--- src/rtl/disp_admit_pkg.sv ---
package disp_admit_pkg;

   typedef enum logic [2:0] {
      CAUSE_NONE    = 3'd0,
      CAUSE_RENAME  = 3'd1,
      CAUSE_RETIRE  = 3'd2,
      CAUSE_SQ_FULL = 3'd3,
      CAUSE_LD_FULL = 3'd4,
      CAUSE_ST_FULL = 3'd5,
      CAUSE_GROUP   = 3'd6
   } cause_e;

   typedef enum logic [2:0] {
      SCH_READY   = 3'd0,
      SCH_Q_FULL  = 3'd1,
      SCH_LD_FULL = 3'd2,
      SCH_ST_FULL = 3'd3,
      SCH_GROUP   = 3'd4
   } sched_st_e;

   function automatic cause_e sched_cause(input logic [2:0] st);
      case (st)
         SCH_READY:   return CAUSE_NONE;
         SCH_Q_FULL:  return CAUSE_SQ_FULL;
         SCH_LD_FULL: return CAUSE_LD_FULL;
         SCH_ST_FULL: return CAUSE_ST_FULL;
         SCH_GROUP:   return CAUSE_GROUP;
         default:     return CAUSE_SQ_FULL;
      endcase
   endfunction

endpackage

--- src/rtl/disp_admit_budget.sv ---
module disp_admit_budget #(
   parameter int WIDTH = 4,
   parameter int UOP_W = 4
) (
   input  logic             clk_i,
   input  logic             rst_ni,
   input  logic             grp_start_i,
   input  logic [UOP_W-1:0] uops_i,
   input  logic             take_i,
   output logic             bw_ok_o,
   output logic             busy_o
);
   localparam logic [UOP_W-1:0] W_U = UOP_W'(WIDTH);

   logic [UOP_W-1:0] avail_q, carry_q;
   logic [UOP_W-1:0] avail_eff, carry_eff;
   logic             oversize;

   // group start refill happens before judging this cycle's instruction
   always_comb begin
      if (grp_start_i) begin
         avail_eff = (carry_q >= W_U) ? '0 : W_U - carry_q;
         carry_eff = (carry_q > W_U) ? carry_q - W_U : '0;
      end else begin
         avail_eff = avail_q;
         carry_eff = carry_q;
      end
   end

   assign oversize = uops_i > W_U;
   assign bw_ok_o  = (carry_eff == '0) &&
                     (oversize ? (avail_eff == W_U) : (uops_i <= avail_eff));
   assign busy_o   = carry_q != '0;

   always_ff @(posedge clk_i or negedge rst_ni) begin
      if (!rst_ni) begin
         avail_q <= W_U;
         carry_q <= '0;
      end else if (take_i && oversize) begin
         avail_q <= '0;
         carry_q <= uops_i - W_U;
      end else if (take_i) begin
         avail_q <= avail_eff - uops_i;
         carry_q <= carry_eff;
      end else begin
         avail_q <= avail_eff;
         carry_q <= carry_eff;
      end
   end
endmodule

--- src/rtl/disp_admit_cause.sv ---
module disp_admit_cause
   import disp_admit_pkg::*;
#(
   parameter int NRF = 2
) (
   input  logic [NRF-1:0] rf_stall_i,
   input  logic           rq_ok_i,
   input  logic [2:0]     sched_st_i,
   output cause_e         cause_o
);
   logic rf_block;

   generate
      if (NRF == 1) begin : g_single_rf
         assign rf_block = rf_stall_i[0];
      end else begin : g_multi_rf
         assign rf_block = |rf_stall_i;
      end
   endgenerate

   // fixed priority: rename, then retire queue, then scheduler
   always_comb begin
      if (rf_block)      cause_o = CAUSE_RENAME;
      else if (!rq_ok_i) cause_o = CAUSE_RETIRE;
      else               cause_o = sched_cause(sched_st_i);
   end
endmodule

--- src/rtl/disp_admit.sv ---
module disp_admit
   import disp_admit_pkg::*;
#(
   parameter int WIDTH = 4,
   parameter int UOP_W = 4,
   parameter int ID_W  = 6,
   parameter int NRF   = 2
) (
   input  logic             clk_i,
   input  logic             rst_ni,
   input  logic             grp_start_i,
   input  logic             inst_vld_i,
   input  logic [ID_W-1:0]  inst_id_i,
   input  logic [UOP_W-1:0] inst_uops_i,
   input  logic [NRF-1:0]   rf_stall_i,
   input  logic             rq_ok_i,
   input  logic [2:0]       sched_st_i,
   output logic             disp_o,
   output logic [UOP_W-1:0] disp_slots_o,
   output logic             stall_o,
   output logic [2:0]       stall_cause_o,
   output logic [ID_W-1:0]  evt_id_o,
   output logic             busy_o
);
   localparam int MAX_UOPS = (1 << UOP_W) - 1;

   generate
      if (WIDTH < 1) begin : g_bad_width
         $error("disp_admit: WIDTH must be at least 1");
      end
      if (MAX_UOPS < WIDTH) begin : g_bad_uop_w
         $error("disp_admit: UOP_W too narrow to hold WIDTH");
      end
      if (NRF < 1) begin : g_bad_nrf
         $error("disp_admit: NRF must be at least 1");
      end
      if (ID_W < 1) begin : g_bad_id
         $error("disp_admit: ID_W must be at least 1");
      end
   endgenerate

   logic   bw_ok, take, refuse;
   cause_e cause;

   disp_admit_cause #(.NRF(NRF)) u_cause (
      .rf_stall_i (rf_stall_i),
      .rq_ok_i    (rq_ok_i),
      .sched_st_i (sched_st_i),
      .cause_o    (cause)
   );

   assign take   = inst_vld_i && bw_ok && (cause == CAUSE_NONE);
   assign refuse = inst_vld_i && bw_ok && (cause != CAUSE_NONE);

   disp_admit_budget #(.WIDTH(WIDTH), .UOP_W(UOP_W)) u_budget (
      .clk_i       (clk_i),
      .rst_ni      (rst_ni),
      .grp_start_i (grp_start_i),
      .uops_i      (inst_uops_i),
      .take_i      (take),
      .bw_ok_o     (bw_ok),
      .busy_o      (busy_o)
   );

   always_ff @(posedge clk_i or negedge rst_ni) begin
      if (!rst_ni) begin
         disp_o        <= 1'b0;
         disp_slots_o  <= '0;
         stall_o       <= 1'b0;
         stall_cause_o <= 3'd0;
         evt_id_o      <= '0;
      end else begin
         disp_o        <= take;
         disp_slots_o  <= (inst_uops_i == '0) ? UOP_W'(1) : inst_uops_i;
         stall_o       <= refuse;
         stall_cause_o <= refuse ? 3'(cause) : 3'd0;
         evt_id_o      <= inst_id_i;
      end
   end
endmodule

--- config.mk ---
export PLATFORM = sky130hd
export DESIGN_NAME = disp_admit
export DESIGN_NICKNAME = d
export VERILOG_FILES = /design/src/rtl/disp_admit_pkg.sv /design/src/rtl/disp_admit_budget.sv /design/src/rtl/disp_admit_cause.sv /design/src/rtl/disp_admit.sv
export SDC_FILE = /design/constraint.sdc
export NUM_CORES = 1
export LEC_CHECK = 0
export ABC_AREA = 1
export BUFFER_PORTS_ARGS = -buffer_cell sky130_fd_sc_hd__buf_2
export CAP_MARGIN = 20
export CORE_MARGIN = 5
export CORE_UTILIZATION = 55
export CTS_BUF_LIST = sky130_fd_sc_hd__clkbuf_8 sky130_fd_sc_hd__clkbuf_16
export DETAILED_ROUTE_END_ITERATION = 7
export HOLD_SLACK_MARGIN = 0.08
export PLACE_DENSITY = 0.83
export SLEW_MARGIN = 20
export SYNTH_ARGS = -nofsm -noshare
export SYNTH_HDL_FRONTEND = slang
export SYNTH_SLANG_ARGS = --single-unit
--- constraint.sdc ---
create_clock -name clk_i -period 6.3 [get_ports clk_i]
set_input_delay 0.945 -clock clk_i [delete_from_list [all_inputs] [get_ports clk_i]]
set_output_delay 0.945 -clock clk_i [all_outputs]
set_load 0.05 [all_outputs]
* Yosys cells after proc, flatten, opt, wreduce, memory -nomap -nowiden
Index checks and enable logic that the tools add are counted.
** Word-level totals
- Bits of input ports :: 20
- Logic and storage cells :: 44
- Output and inout port bits :: 16
- Flip-flop bits (word level) :: 23
** Operators by class
- Muxes and demuxes :: 13
- Magnitude comparators :: 4
- Eq/ne operators :: 4
- Reductions and logical operators :: 12
- Add/subtract/negate cells :: 4
** Operators by type and width (number)
- 4-bit two-way mux :: 8
- 3-bit one-hot mux with 4 select lines :: 1
- 3-bit two-way mux :: 3
- 4-bit by 3-bit greater-than comparator with 1-bit output, second input constant :: 2
- 4-bit logical NOT :: 2
- 4-bit by 3-bit subtractor with 4-bit output, second input constant :: 2
- 3-bit by 2-bit == test with 1-bit output, second input constant :: 2
- 3-bit logical NOT :: 2
- 1-bit logical AND :: 5
- 4-bit by 3-bit == test with 1-bit output, second input constant :: 1
- 4-bit by 3-bit greater-or-equal comparator with 1-bit output, second input constant :: 1
- 4-bit <= comparator :: 1
- 4-bit nonzero test :: 1
- 3-bit by 4-bit subtractor with 4-bit output, first input constant :: 1
- 4-bit subtractor :: 1
- 3-bit == test, second input constant :: 1
- 3-bit nonzero test :: 1
- 2-bit OR reduction :: 1
- 1-bit two-way mux :: 1

* Longest topological paths before layout
Gate-level depths: netlist of the first run.
- Depth in word-level cells :: 10
- Gate-level depth with buffers :: 17
- Depth with buffers taken out :: 17

* Hierarchy
From an unflattened synthesis of the first run, not the netlist that was laid out.
** Second synthesis, totals
- Cells, all modules :: 148
- Area, all modules :: 1191.1 um^2
** Modules (own cells, without submodules)
- disp_admit_budget :: area each 660.6 um^2, times used 1, cells an instance 97, sequential area each 201.4 um^2
- disp_admit :: area each 452.9 um^2, times used 1, cells an instance 34, sequential area each 375.4 um^2
- disp_admit_cause :: area each 77.6 um^2, times used 1, cells an instance 17, sequential area each 0.0 um^2

* Worst setup path after synthesis of the first run
No wires, ideal clock.
- Path type :: input port to flip-flop
- Start :: in grp_start_i
- End :: reg u_budget.avail_q[3]
- Required time :: 6184 ps
- Buffers on the path :: 1
- Cell stages on the path :: 14
- Slack :: 3684 ps
- Data arrival time :: 2500 ps
- Library setup time :: 116 ps
- Path through :: buf_6 > nand2_1 > nor2_1 > nor2_2 > ha_1 > fa_1 > inv_1 > nand2_1 > nand3_1 > nor2_1 > nor2_4 > nand3_4 > nand2_1 > nand2_1
** Between the ends
- Word-level cells in the longest chain between the ends :: 8
- Elaborated cells between the ends (all ways) :: 13
- Those cells by class :: add/sub (1); order compare (1); eq/ne (1); mux (5); reduce/logical (5)
** Ends and longest elaborated chain
- from (decl) :: RTL line disp_admit.sv:11 : input logic grp_start_i,
- 4-bit two-way mux :: RTL line disp_admit_budget.sv:21 : if (grp_start_i) begin
- 4-bit <= comparator or 4-bit by 3-bit == test with 1-bit output (tied branches) :: RTL line disp_admit_budget.sv:32 : (oversize ? (avail_eff == W_U) : (uops_i <= avail_eff));
- 1-bit two-way mux :: RTL line disp_admit_budget.sv:32
- 1-bit logical AND :: RTL line disp_admit_budget.sv:31 : assign bw_ok_o = (carry_eff == '0) &&
- 1-bit logical AND (2 in a row) :: RTL line disp_admit.sv:52 : assign take = inst_vld_i && bw_ok && (cause == CAUSE_NONE);
- 4-bit two-way mux or 1-bit logical AND (tied branches) :: RTL line disp_admit_budget.sv:42, disp_admit_budget.sv:39
- 4-bit two-way mux (*) :: RTL line disp_admit_budget.sv:39 : end else if (take_i && oversize) begin
- to (signal assigned) :: RTL line disp_admit_budget.sv:43 : avail_q <= avail_eff - uops_i;
- to (signal assigned) :: RTL line disp_admit_budget.sv:46 : avail_q <= avail_eff;
- to (decl) :: RTL line disp_admit_budget.sv:15 : logic [UOP_W-1:0] avail_q, carry_q;
Mark *: on every way between the ends. The rest lies on a longest branch, timed or not.

* Worst setup path in the final report of the first run
- Start :: in grp_start_i
- End :: reg u_budget.carry_q[3]
** Between the ends
- Word-level cells in the longest chain between the ends :: 8
- Elaborated cells between the ends (all ways) :: 11
- Those cells by class :: order compare (1); eq/ne (1); mux (4); reduce/logical (5)
** Ends and longest elaborated chain
- 4-bit two-way mux :: RTL line disp_admit_budget.sv:21
- 4-bit <= comparator or 4-bit by 3-bit == test with 1-bit output (tied branches) :: RTL line disp_admit_budget.sv:32
- 1-bit two-way mux :: RTL line disp_admit_budget.sv:32
- 1-bit logical AND :: RTL line disp_admit_budget.sv:31
- 1-bit logical AND (2 in a row) :: RTL line disp_admit.sv:52
- 1-bit logical AND :: RTL line disp_admit_budget.sv:39
- 4-bit two-way mux (*) :: RTL line disp_admit_budget.sv:39
- to (signal assigned) :: RTL line disp_admit_budget.sv:41 : carry_q <= uops_i - W_U;
- to (signal assigned) :: RTL line disp_admit_budget.sv:44 : carry_q <= carry_eff;
- to (signal assigned) :: RTL line disp_admit_budget.sv:47 : carry_q <= carry_eff;
- to (decl) :: RTL line disp_admit_budget.sv:15
Marks and branches as above.

==> impl_metrics.json, run 1 <==
{
  "status": "finished, final reports clean",
  "fin_cells": 217,
  "worstMarginPinSlew_ns": 0.490,
  "gr-usage-met1_pct": 23.1,
  "place_congestion": 0.922,
  "power_density_nw_per_um2": 201,
  "startpoint": "grp_start_i",
  "synth_top_family_by_area": "simple AND/OR/NAND/NOR gates",
  "numCtsBuffers": 3,
  "relSlewSlack_pct": 67.4,
  "grt_max_degree": 24,
  "crit_path_start_kind": "primary input",
  "vias_per_cell": 5.13,
  "syn_area_um2": 1300,
  "cts_buffer_depth": 2,
  "syn_avg_cell_area_um2": 8.58,
  "crit_path_top_delay_cell": "fa_1",
  "required_ns": 6.48,
  "synth_edf_count": 0,
  "hold_path_startpoint": "u_budget.carry_q[1]$_DFF_PN0_",
  "first_iter_violations": 29,
  "hold_path.class": "reg2reg",
  "final_core_util_pct": 69.2,
  "cts_hold_buffers": 0,
  "dieArea_um2": 3440,
  "synth_nets": 180,
  "start_util_pct": 58.4,
  "crit_path_max_fanout": 9,
  "period_minus_slack_ns": 2.68,
  "coreArea_um2": 2230,
  "cts_tree": "done",
  "async_flop_share_pct": 100,
  "vias": 1113,
  "synth-seq-area-share_pct": 44.2,
  "crit_buf_inv": 2,
  "crit_family": "simple AND/OR/NAND/NOR gates",
  "met2_usage_pct": 30.8,
  "synthesis.instances": 152,
  "worst_path_largest_cell_delay_ns": 0.39,
  "grt_use_total_pct": 17.8,
  "worst_setup_path_end_kind": "flop",
  "drc": 0,
  "busiest_layer": "met2",
  "synth_warnings": 0,
  "overflow": 0,
  "h-tree-depth": 1,
  "worstSetupPathDepth": 13,
  "holdPathStages": 3,
  "vdd_drop_max_mv": 0.159,
  "fill_cells": 170,
  "fmax_mhz": 373,
  "crit_arrival_ns": 2.87,
  "synthSimpleGateAreaFrac_pct": 27.5,
  "finalCritPeriodShare_pct": 42.6,
  "hold_viol": 0,
  "report.final.slew_viol_count": 0,
  "synthMuxAreaShare_pct": 0,
  "met3_usage_pct": 3.73,
  "clock_latency_ns": 0.26,
  "synth_xor_area_share_pct": 0.672,
  "grt_pass1_vias": 1025,
  "die_x_um": 58.7,
  "grt_first_pass_wirelength_um": 4660,
  "dp_hpwl_um": 2360,
  "fp-row-count": 17,
  "synth_fa_ha_area_share_pct": 8.25,
  "ant_nets": 0,
  "post_cts_buffers": 0,
  "rsz0062_at_grt": "no",
  "io_buffers": 35,
  "drive_gt1_share_pct": 32.3,
  "cts_resized": 0,
  "root_buffer": "clkbuf_8",
  "power.leakage_uw": 0.000892,
  "first_pass_iters": 4,
  "ys_ff_latch": 23,
  "setup.worst_path.class": "in2reg",
  "place_inst": 213,
  "setup_viol_count_final": 0,
  "rr_startpoint": "u_budget.carry_q[3]$_DFF_PN0_",
  "diodes": 0,
  "clock_skew_ns": 0.00314,
  "wl_per_cell_um": 13.2,
  "nets": 218,
  "crit_chain": "buf_2, nand2_1, nor2_1, nor2_2, ha_1, fa_1, inv_1, nand2_1, nand3_1, nor2_1, nor2_4, nand4_2, o21bai_1",
  "io_pins": 36,
  "area_growth_pct": 18.5,
  "synthDistinctLibCells": 31,
  "die_y_um": 58.7,
  "numClockSinks": 23,
  "r2r_cells": 13,
  "timing.max_cap.violations": 0,
  "routed_wl_um": 2860,
  "synth_ff_type": "dfrtp_1",
  "setup_tns_ns": 0,
  "synth_compound_area_share_pct": 9.79,
  "antenna_found_initial": 0,
  "clkTransAtPathRegs_ns": 0.08
}
[layout by cell type (no fill, tap or decap), drive strengths merged]
cell,Yosys,routed
dfrtp,22,22
buf,1,35
nor3,1,1
inv,26,26
o211ai,1,1
o21bai,5,5
a21oi,8,8
nor3b,1,1
o21ai,7,7
clkbuf,1,3
clkinv,1,2
nor2,18,18
nand4,3,3
fa,1,1
nor4,1,1
or2,2,2
xnor2,1,1
nand3,6,6
nand2,38,38
dfstp,1,1
ha,7,7
[layer usage]
layer	wire, µm	vias up
li1	-	550
met1	1160	514
met3	259	5
met4	40	0
met5	0	-
met2	1400	44
[per-stage QoR]
step	total power (µW)	hold slack, ns	area, µm²	setup WS [ns]
after floorplan	204	0.554	1300	3.68
after global placement	223	0.593	1500	3.48
after detailed placement	225	0.625	1500	3.38
after CTS	314	0.646	1550	3.61
after global routing	327	0.674	1550	3.42
final	311	0.627	1550	3.62
[kinds of logic (layout without fill, tap and decap cells)]
logic type                 after synthesis  in the layout
AOI/OAI and AO/OA                       21             21
xor gates and xnor gates                 1              1
buffers and inverters                   29             66
DFF                                     23             23
adders and majority gates                8              8
and+or+nand+nor                         70             70
[tightest hold or removal path: cells and delay by family (launching register included)]
family          cells  cell delay [ns]
compound gates      1             0.10
flops               1             0.37
buf+inv             1             0.06
simple gates        1             0.07
[cell usage after synthesis, types with 2 or more instances]
cell | count | area share (%)
nand2_1 | 34 | 9.8
dfrtp_1 | 22 | 42
inv_1 | 22 | 6.3
nor2_1 | 14 | 4.0
a21oi_1 | 8 | 3.1
ha_1 | 7 | 6.7
o21bai_1 | 5 | 2.9
nand2_2 | 4 | 1.9
nand3_1 | 4 | 1.5
inv_2 | 3 | 0.86
o21ai_0 | 3 | 1.2
nand4_1 | 2 | 0.96
nor2_2 | 2 | 0.96
nor2_4 | 2 | 1.7
o21ai_1 | 2 | 0.77
o21ai_2 | 2 | 1.3
or2_2 | 2 | 0.96
[power by group]
group	total [µW]	switching [µW]	internal [µW]	leakage [µW]
clock	88.2	44.2	44.0	0.0000255
sequential	155	1.40	154	0.000292
combinational	67.5	48.3	19.2	0.000575
total	311	93.8	217	0.000892
[state kept, by name, summed over array words and instances, names as in the netlist]
name and cells:
disp_o 1, disp_slots_o 4, evt_id_o 6, stall_cause_o 3
stall_o 1, u_budget.avail_q 4, u_budget.carry_q 4
[path summary, 6_finish.rpt]
path                                            endpoint  slack, ns
max                        u_budget.carry_q[3]$_DFF_PN0_       3.62
min                        u_budget.carry_q[1]$_DFF_PN0_       0.63
max reg2reg                u_budget.carry_q[3]$_DFF_PN0_       3.98
min reg2reg                u_budget.carry_q[1]$_DFF_PN0_       0.63
max in group asynchronous  u_budget.avail_q[2]$_DFF_PN1_       5.31
min in group asynchronous      disp_slots_o[1]$_DFF_PN0_       0.64
[cell type report]
class,count,area (µm²),area share [%]
timing repair buffer,35,175,11.3
clock buffer,3,41.3,2.67
sequential,23,577,37.3
multi-input combinational,100,603,39.0
tap,28,35.0,2.27
inverter,27,109,7.04
clock inverter,1,5.00,0.324
Power figures use the tool's default switching activity.
==> run 2, diff against run 1 <==
--- a/config.mk
+++ b/config.mk
@@ -9,11 +9,11 @@
 export BUFFER_PORTS_ARGS = -buffer_cell sky130_fd_sc_hd__buf_2
 export CAP_MARGIN = 20
 export CORE_MARGIN = 5
-export CORE_UTILIZATION = 55
+export CORE_UTILIZATION = 51
 export CTS_BUF_LIST = sky130_fd_sc_hd__clkbuf_8 sky130_fd_sc_hd__clkbuf_16
 export DETAILED_ROUTE_END_ITERATION = 7
 export HOLD_SLACK_MARGIN = 0.08
-export PLACE_DENSITY = 0.83
+export PLACE_DENSITY = 0.78
 export SLEW_MARGIN = 20
 export SYNTH_ARGS = -nofsm -noshare
 export SYNTH_HDL_FRONTEND = slang
==> constraint.sdc (replaced) <==
create_clock -name clk_i -period 2.6 [get_ports clk_i]
set_input_delay 0.39 -clock clk_i [delete_from_list [all_inputs] [get_ports clk_i]]
set_output_delay 0.39 -clock clk_i [all_outputs]
set_load 0.05 [all_outputs]
==> run 2 against run 1 <==
Die area up 6.5%; first-iteration DRC count up 6.9%; sequential share of layout area down 0.060 points; final cell count up 0.92%; utilization down 6.1 points; routed wire length down 5.4%; register-to-register slack worse by 3.7 ns; combinational power up 140%; global-route usage down 1.6 points; sequential power up 140%; clock skew down 0.00082 ns; critical endpoint is now u_budget.avail_q[2]$_DFF_PN1_.
==> impl_metrics.json, run 2 (synthesis gave the netlist of run 1 again) <==
{
  "io_buffers": 35,
  "crit_path_max_fanout": 6,
  "ant_nets": 0,
  "final_common_cell": "buf_2",
  "setup.worst_path.class": "reg2reg",
  "status": "finished, final reports clean",
  "numCtsBuffers": 3,
  "root_buffer": "clkbuf_8",
  "wl_per_cell_um": 12.4,
  "hold_viol": 0,
  "power_uw": 751,
  "die_x_um": 60.6,
  "cts_resized": 0,
  "cts_tree": "done",
  "antenna_found_initial": 0,
  "nets": 218,
  "cts_buffer_depth": 2,
  "fmax_mhz": 440,
  "worst_setup_path_end_kind": "flop",
  "post_cts_buffers": 0,
  "vdd_drop_max_mv": 0.289,
  "grt_max_degree": 24,
  "fp-row-count": 18,
  "grt_use_total_pct": 16.3,
  "timing.max_cap.violations": 0,
  "drc": 0,
  "diodes": 0,
  "clkTransAtPathRegs_ns": 0.08,
  "grt_pass1_vias": 1025,
  "first_pass_iters": 4,
  "fill_cells": 221,
  "routed_wl_um": 2710,
  "seqCellArea_um2": 577,
  "fin_cells": 219,
  "coreArea_um2": 2450,
  "largest_reg_flops": 6,
  "required_ns": 2.80,
  "hold_path.class": "in2async",
  "drive_gt1_share_pct": 32.3,
  "first_iter_violations": 31,
  "die_y_um": 60.6,
  "power.leakage_uw": 0.000892,
  "io_pins": 36,
  "setup_tns_ns": 0,
  "vias_per_cell": 5.00,
  "multi_input_area_um2": 603,
  "crit_arrival_ns": 2.48,
  "relSlewSlack_pct": 67.7,
  "setup_viol_count_final": 0,
  "dieArea_um2": 3670,
  "worstMarginPinSlew_ns": 0.485,
  "regMostFlops": "evt_id_o",
  "dp_hpwl_um": 2260,
  "grt_first_pass_wirelength_um": 4380,
  "cts_hold_buffers": 0,
  "start_util_pct": 53.1,
  "power_density_nw_per_um2": 485,
  "place_inst": 215,
  "setup_ws_ns": 0.329,
  "clock_latency_ns": 0.26,
  "clock_skew_ns": 0.00231,
  "h-tree-depth": 1,
  "numClockSinks": 23,
  "place_congestion": 0.905,
  "rsz0062_at_grt": "no",
  "finalCritPeriodShare_pct": 87.3,
  "report.final.slew_viol_count": 0,
  "dp_slack_ns": 0.279,
  "fin_hold_ws_ns": 0.0805,
  "final_cell_mix": "buf_2, nand2_1, inv_1, dfrtp_1, nor2_1",
  "area_growth_pct": 18.7,
  "period_minus_slack_ns": 2.27,
  "crit_path_start_kind": "flop",
  "overflow": 0,
  "vias": 1096
}
[run 2: cell counts in the layout (fill, tap and decap cells not counted)]
No cell type changed its count.
[run 2: through the flow]
step / area [µm²] / utilization, %
2_1_floorplan: 1300 / -
3_3_place_gp: 1500 / 61.2
3_5_place_dp: 1500 / 61.2
4_1_cts: 1550 / 63.0
5_1_grt: 1550 / 63.0
6_report: 1550 / 63.0
[run 2: critical path: stages, from the launching register on]
cell and delay, ns:
dfrtp_1 0.43, inv_1 0.13, nand2_1 0.09, nor2_1 0.12
nor2_2 0.06, ha_1 0.20, fa_1 0.35, inv_1 0.09
nand2_1 0.06, nand3_1 0.07, nor2_1 0.06, nor2_4 0.19
nand3_4 0.14, clkinv_4 0.09, nand2_1 0.06, nand2_1 0.07
[run 2: area by class of cell]
cell class                      count  share of cell area, %
Sequential cell                    23                   37.3
Clock inverter                      1                  0.323
Timing Repair Buffer               35                   11.3
Inverter                           27                   7.03
Clock buffer                        3                   2.67
Tap cell                           30                   2.43
Multi-Input combinational cell    100                   39.0
[run 2: power by group]
group	internal (µW)	switching, µW
Sequential	372	3.11
Combinational	46.2	115
Clock	107	107
Total	525	226
[run 2: path summary, 6_finish.rpt]
path / startpoint / cells past startpoint / end / slack (ns)
max in group asynchronous: rst_ni / 1 / u_budget.avail_q[2]$_DFF_PN1_ / 2.17
hold reg to reg: u_budget.carry_q[1]$_DFF_PN0_ / 3 / u_budget.carry_q[1]$_DFF_PN0_ / 0.62
min in group clk_i: inst_id_i[1] / 1 / evt_id_o[1]$_DFF_PN0_ / 0.23
setup reg to reg: u_budget.carry_q[2]$_DFF_PN0_ / 15 / u_budget.avail_q[2]$_DFF_PN1_ / 0.33
setup / recovery: u_budget.carry_q[2]$_DFF_PN0_ / 15 / u_budget.avail_q[2]$_DFF_PN1_ / 0.33
hold / removal: rst_ni / 1 / disp_slots_o[2]$_DFF_PN0_ / 0.08
[run 2: routing by layer]
layer	routed length (µm)	part of all wire (%)	vias to the layer above	track usage (%)
met5	0	0	-	0
met2	1330	49	31	27.3
met1	1140	42	509	20.2
met3	165	6.1	7	2.13
li1	-	-	549	-
met4	74	2.7	0	8.67
==> run 3, diff against run 2 <==
--- a/config.mk
+++ b/config.mk
@@ -6,14 +6,14 @@
 export NUM_CORES = 1
 export LEC_CHECK = 0
 export ABC_AREA = 1
-export BUFFER_PORTS_ARGS = -buffer_cell sky130_fd_sc_hd__buf_2
 export CAP_MARGIN = 20
 export CORE_MARGIN = 5
-export CORE_UTILIZATION = 51
+export CORE_UTILIZATION = 55
 export CTS_BUF_LIST = sky130_fd_sc_hd__clkbuf_8 sky130_fd_sc_hd__clkbuf_16
 export DETAILED_ROUTE_END_ITERATION = 7
+export DONT_BUFFER_PORTS = 1
 export HOLD_SLACK_MARGIN = 0.08
-export PLACE_DENSITY = 0.78
+export PLACE_DENSITY = 0.7
 export SLEW_MARGIN = 20
 export SYNTH_ARGS = -nofsm -noshare
 export SYNTH_HDL_FRONTEND = slang
==> run 3 against run 2 <==
Count of clock-buffer cells in the layout is the same; worst hold slack is essentially flat; fmax shrank 0.41%; sequential share of layout area grew 4.7 points; total power shrank 3.4%; worst setup slack lost 0.0093 ns; critical path type unchanged; highest routed layer unchanged.
==> impl_metrics.json, run 3 (synthesis gave the netlist of run 1 again) <==
{
  "final_cell_mix": "nand2_1, inv_1, dfrtp_1",
  "relSlewSlack_pct": 66.6,
  "clkTransAtPathRegs_ns": 0.08,
  "status": "finished, final reports clean",
  "crit_path_start_kind": "flop",
  "crit_chain": "inv_2, nand2_1, nor2_1, nor2_2, ha_1, fa_1, inv_1, nand2_1, nand3_1, nor2_1, nor2_4, nand3_4, clkinv_4, nand2_1, nand2_1",
  "drive_gt1_share_pct": 17.4,
  "cp_common_cell": "nand2_1",
  "setup_tns_ns": 0,
  "fill_cells": 207,
  "die_x_um": 58.7,
  "nets": 184,
  "first_iter_violations": 32,
  "io_pins": 36,
  "cts_resized": 0,
  "power.leakage_uw": 0.000750,
  "fp-row-count": 17,
  "vdd_drop_max_mv": 0.315,
  "final_common_cell": "nand2_1",
  "grt_use_total_pct": 16.3,
  "cts_buffer_depth": 2,
  "antenna_found_initial": 0,
  "ant_nets": 0,
  "crit_arrival_ns": 2.48,
  "setup_viol_count_final": 0,
  "routed_wl_um": 2610,
  "power_density_nw_per_um2": 527,
  "dieArea_um2": 3440,
  "grt_pass1_vias": 904,
  "power_uw": 725,
  "required_ns": 2.81,
  "report.final.slew_viol_count": 0,
  "numClockSinks": 23,
  "place_congestion": 0.851,
  "dp_slack_ns": 0.344,
  "die_y_um": 58.7,
  "placed_area_um2": 1320,
  "area_growth_pct": 5.47,
  "rsz0062_at_grt": "no",
  "timing.max_cap.violations": 0,
  "dp_hpwl_um": 2150,
  "largest_reg_flops": 6,
  "crit_path_top_delay_cell": "dfrtp_1",
  "setup_ws_ns": 0.320,
  "period_minus_slack_ns": 2.28,
  "root_buffer": "clkbuf_8",
  "final_core_util_pct": 61.6,
  "worstMarginPinSlew_ns": 0.501,
  "start_util_pct": 58.4,
  "hold_path.class": "in2async",
  "vias_per_cell": 5.35,
  "fmax_mhz": 439,
  "drc": 0,
  "clock_latency_ns": 0.26,
  "cts_tree": "done",
  "first_pass_iters": 4,
  "diodes": 0,
  "grt_first_pass_wirelength_um": 4210,
  "worst_path_largest_cell_delay_ns": 0.46,
  "io_buffers": 0,
  "hold_viol": 0,
  "h-tree-depth": 1,
  "regMostFlops": "evt_id_o",
  "finalCritPeriodShare_pct": 87.7,
  "wl_per_cell_um": 14.3,
  "crit_path_max_fanout": 6,
  "coreArea_um2": 2230,
  "overflow": 0,
  "clock_skew_ns": 0.00312,
  "grt_max_degree": 24,
  "setup.worst_path.class": "reg2reg",
  "vias": 979,
  "worst_setup_path_end_kind": "flop",
  "design_area_um2": 1380,
  "numCtsBuffers": 3
}
-- run 3: timing repair --
action                    4_1_cts  5_1_grt
hold buffers                    1        0
hold endpoints to repair       23        0
buffers inserted                0        0
-- run 3: path summary, 6_finish.rpt --
check / cells after the start / slack, ns / start / endpoint
setup / recovery: 15 / 0.32 / u_budget.carry_q[3]$_DFF_PN0_ / u_budget.avail_q[2]$_DFF_PN1_
hold / removal: 1 / 0.08 / rst_ni / disp_slots_o[0]$_DFF_PN0_
setup reg to reg: 15 / 0.32 / u_budget.carry_q[3]$_DFF_PN0_ / u_budget.avail_q[2]$_DFF_PN1_
hold reg to reg: 3 / 0.60 / u_budget.carry_q[1]$_DFF_PN0_ / u_budget.carry_q[1]$_DFF_PN0_
max in group asynchronous: 1 / 2.16 / rst_ni / u_budget.avail_q[2]$_DFF_PN1_
min in group clk_i: 0 / 0.15 / inst_id_i[2] / evt_id_o[2]$_DFF_PN0_
-- run 3: cell type report --
class                   instances  area (µm²)  share of cell area, %
clock buffers                   3        41.3                   3.00
inverters                      27         109                   7.92
multi-input cells             100         603                   43.9
flip-flops and latches         23         577                   41.9
clock inverters                 1        5.00                  0.364
well taps                      28        35.0                   2.55
repair buffers                  1        5.00                  0.364
-- run 3: stage by stage --
step	hold slack (ns)	std cells
floorplan	0.0944	152
global placement	0.0949	178
detailed placement	0.0950	178
CTS	0.140	183
global route	0.129	183
finish	0.0803	183
-- run 3: where the power goes --
group          total [µW]  switching (µW)  internal [µW]
clock                 220             113            107
sequential            422            50.3            372
combinational        83.2            54.4           28.8
total                 725             218            507
-- run 3: routing by layer --
layer | up-vias | global-route usage [%] | share of wire, %
met1 | 456 | 22.1 | 44
met5 | - | 0 | 0
met2 | 38 | 24.2 | 45
li1 | 480 | - | -
met3 | 5 | 4.39 | 8.9
met4 | 0 | 7.77 | 2.0
-- run 3: critical path, delay by kind of cell (launching register included) --
family                   cells  cell delay, ns
AND/OR/NAND/NOR             10            0.91
buffers and inverters        3            0.28
adder cells (fa/ha/maj)      2            0.58
flip-flops                   1            0.46
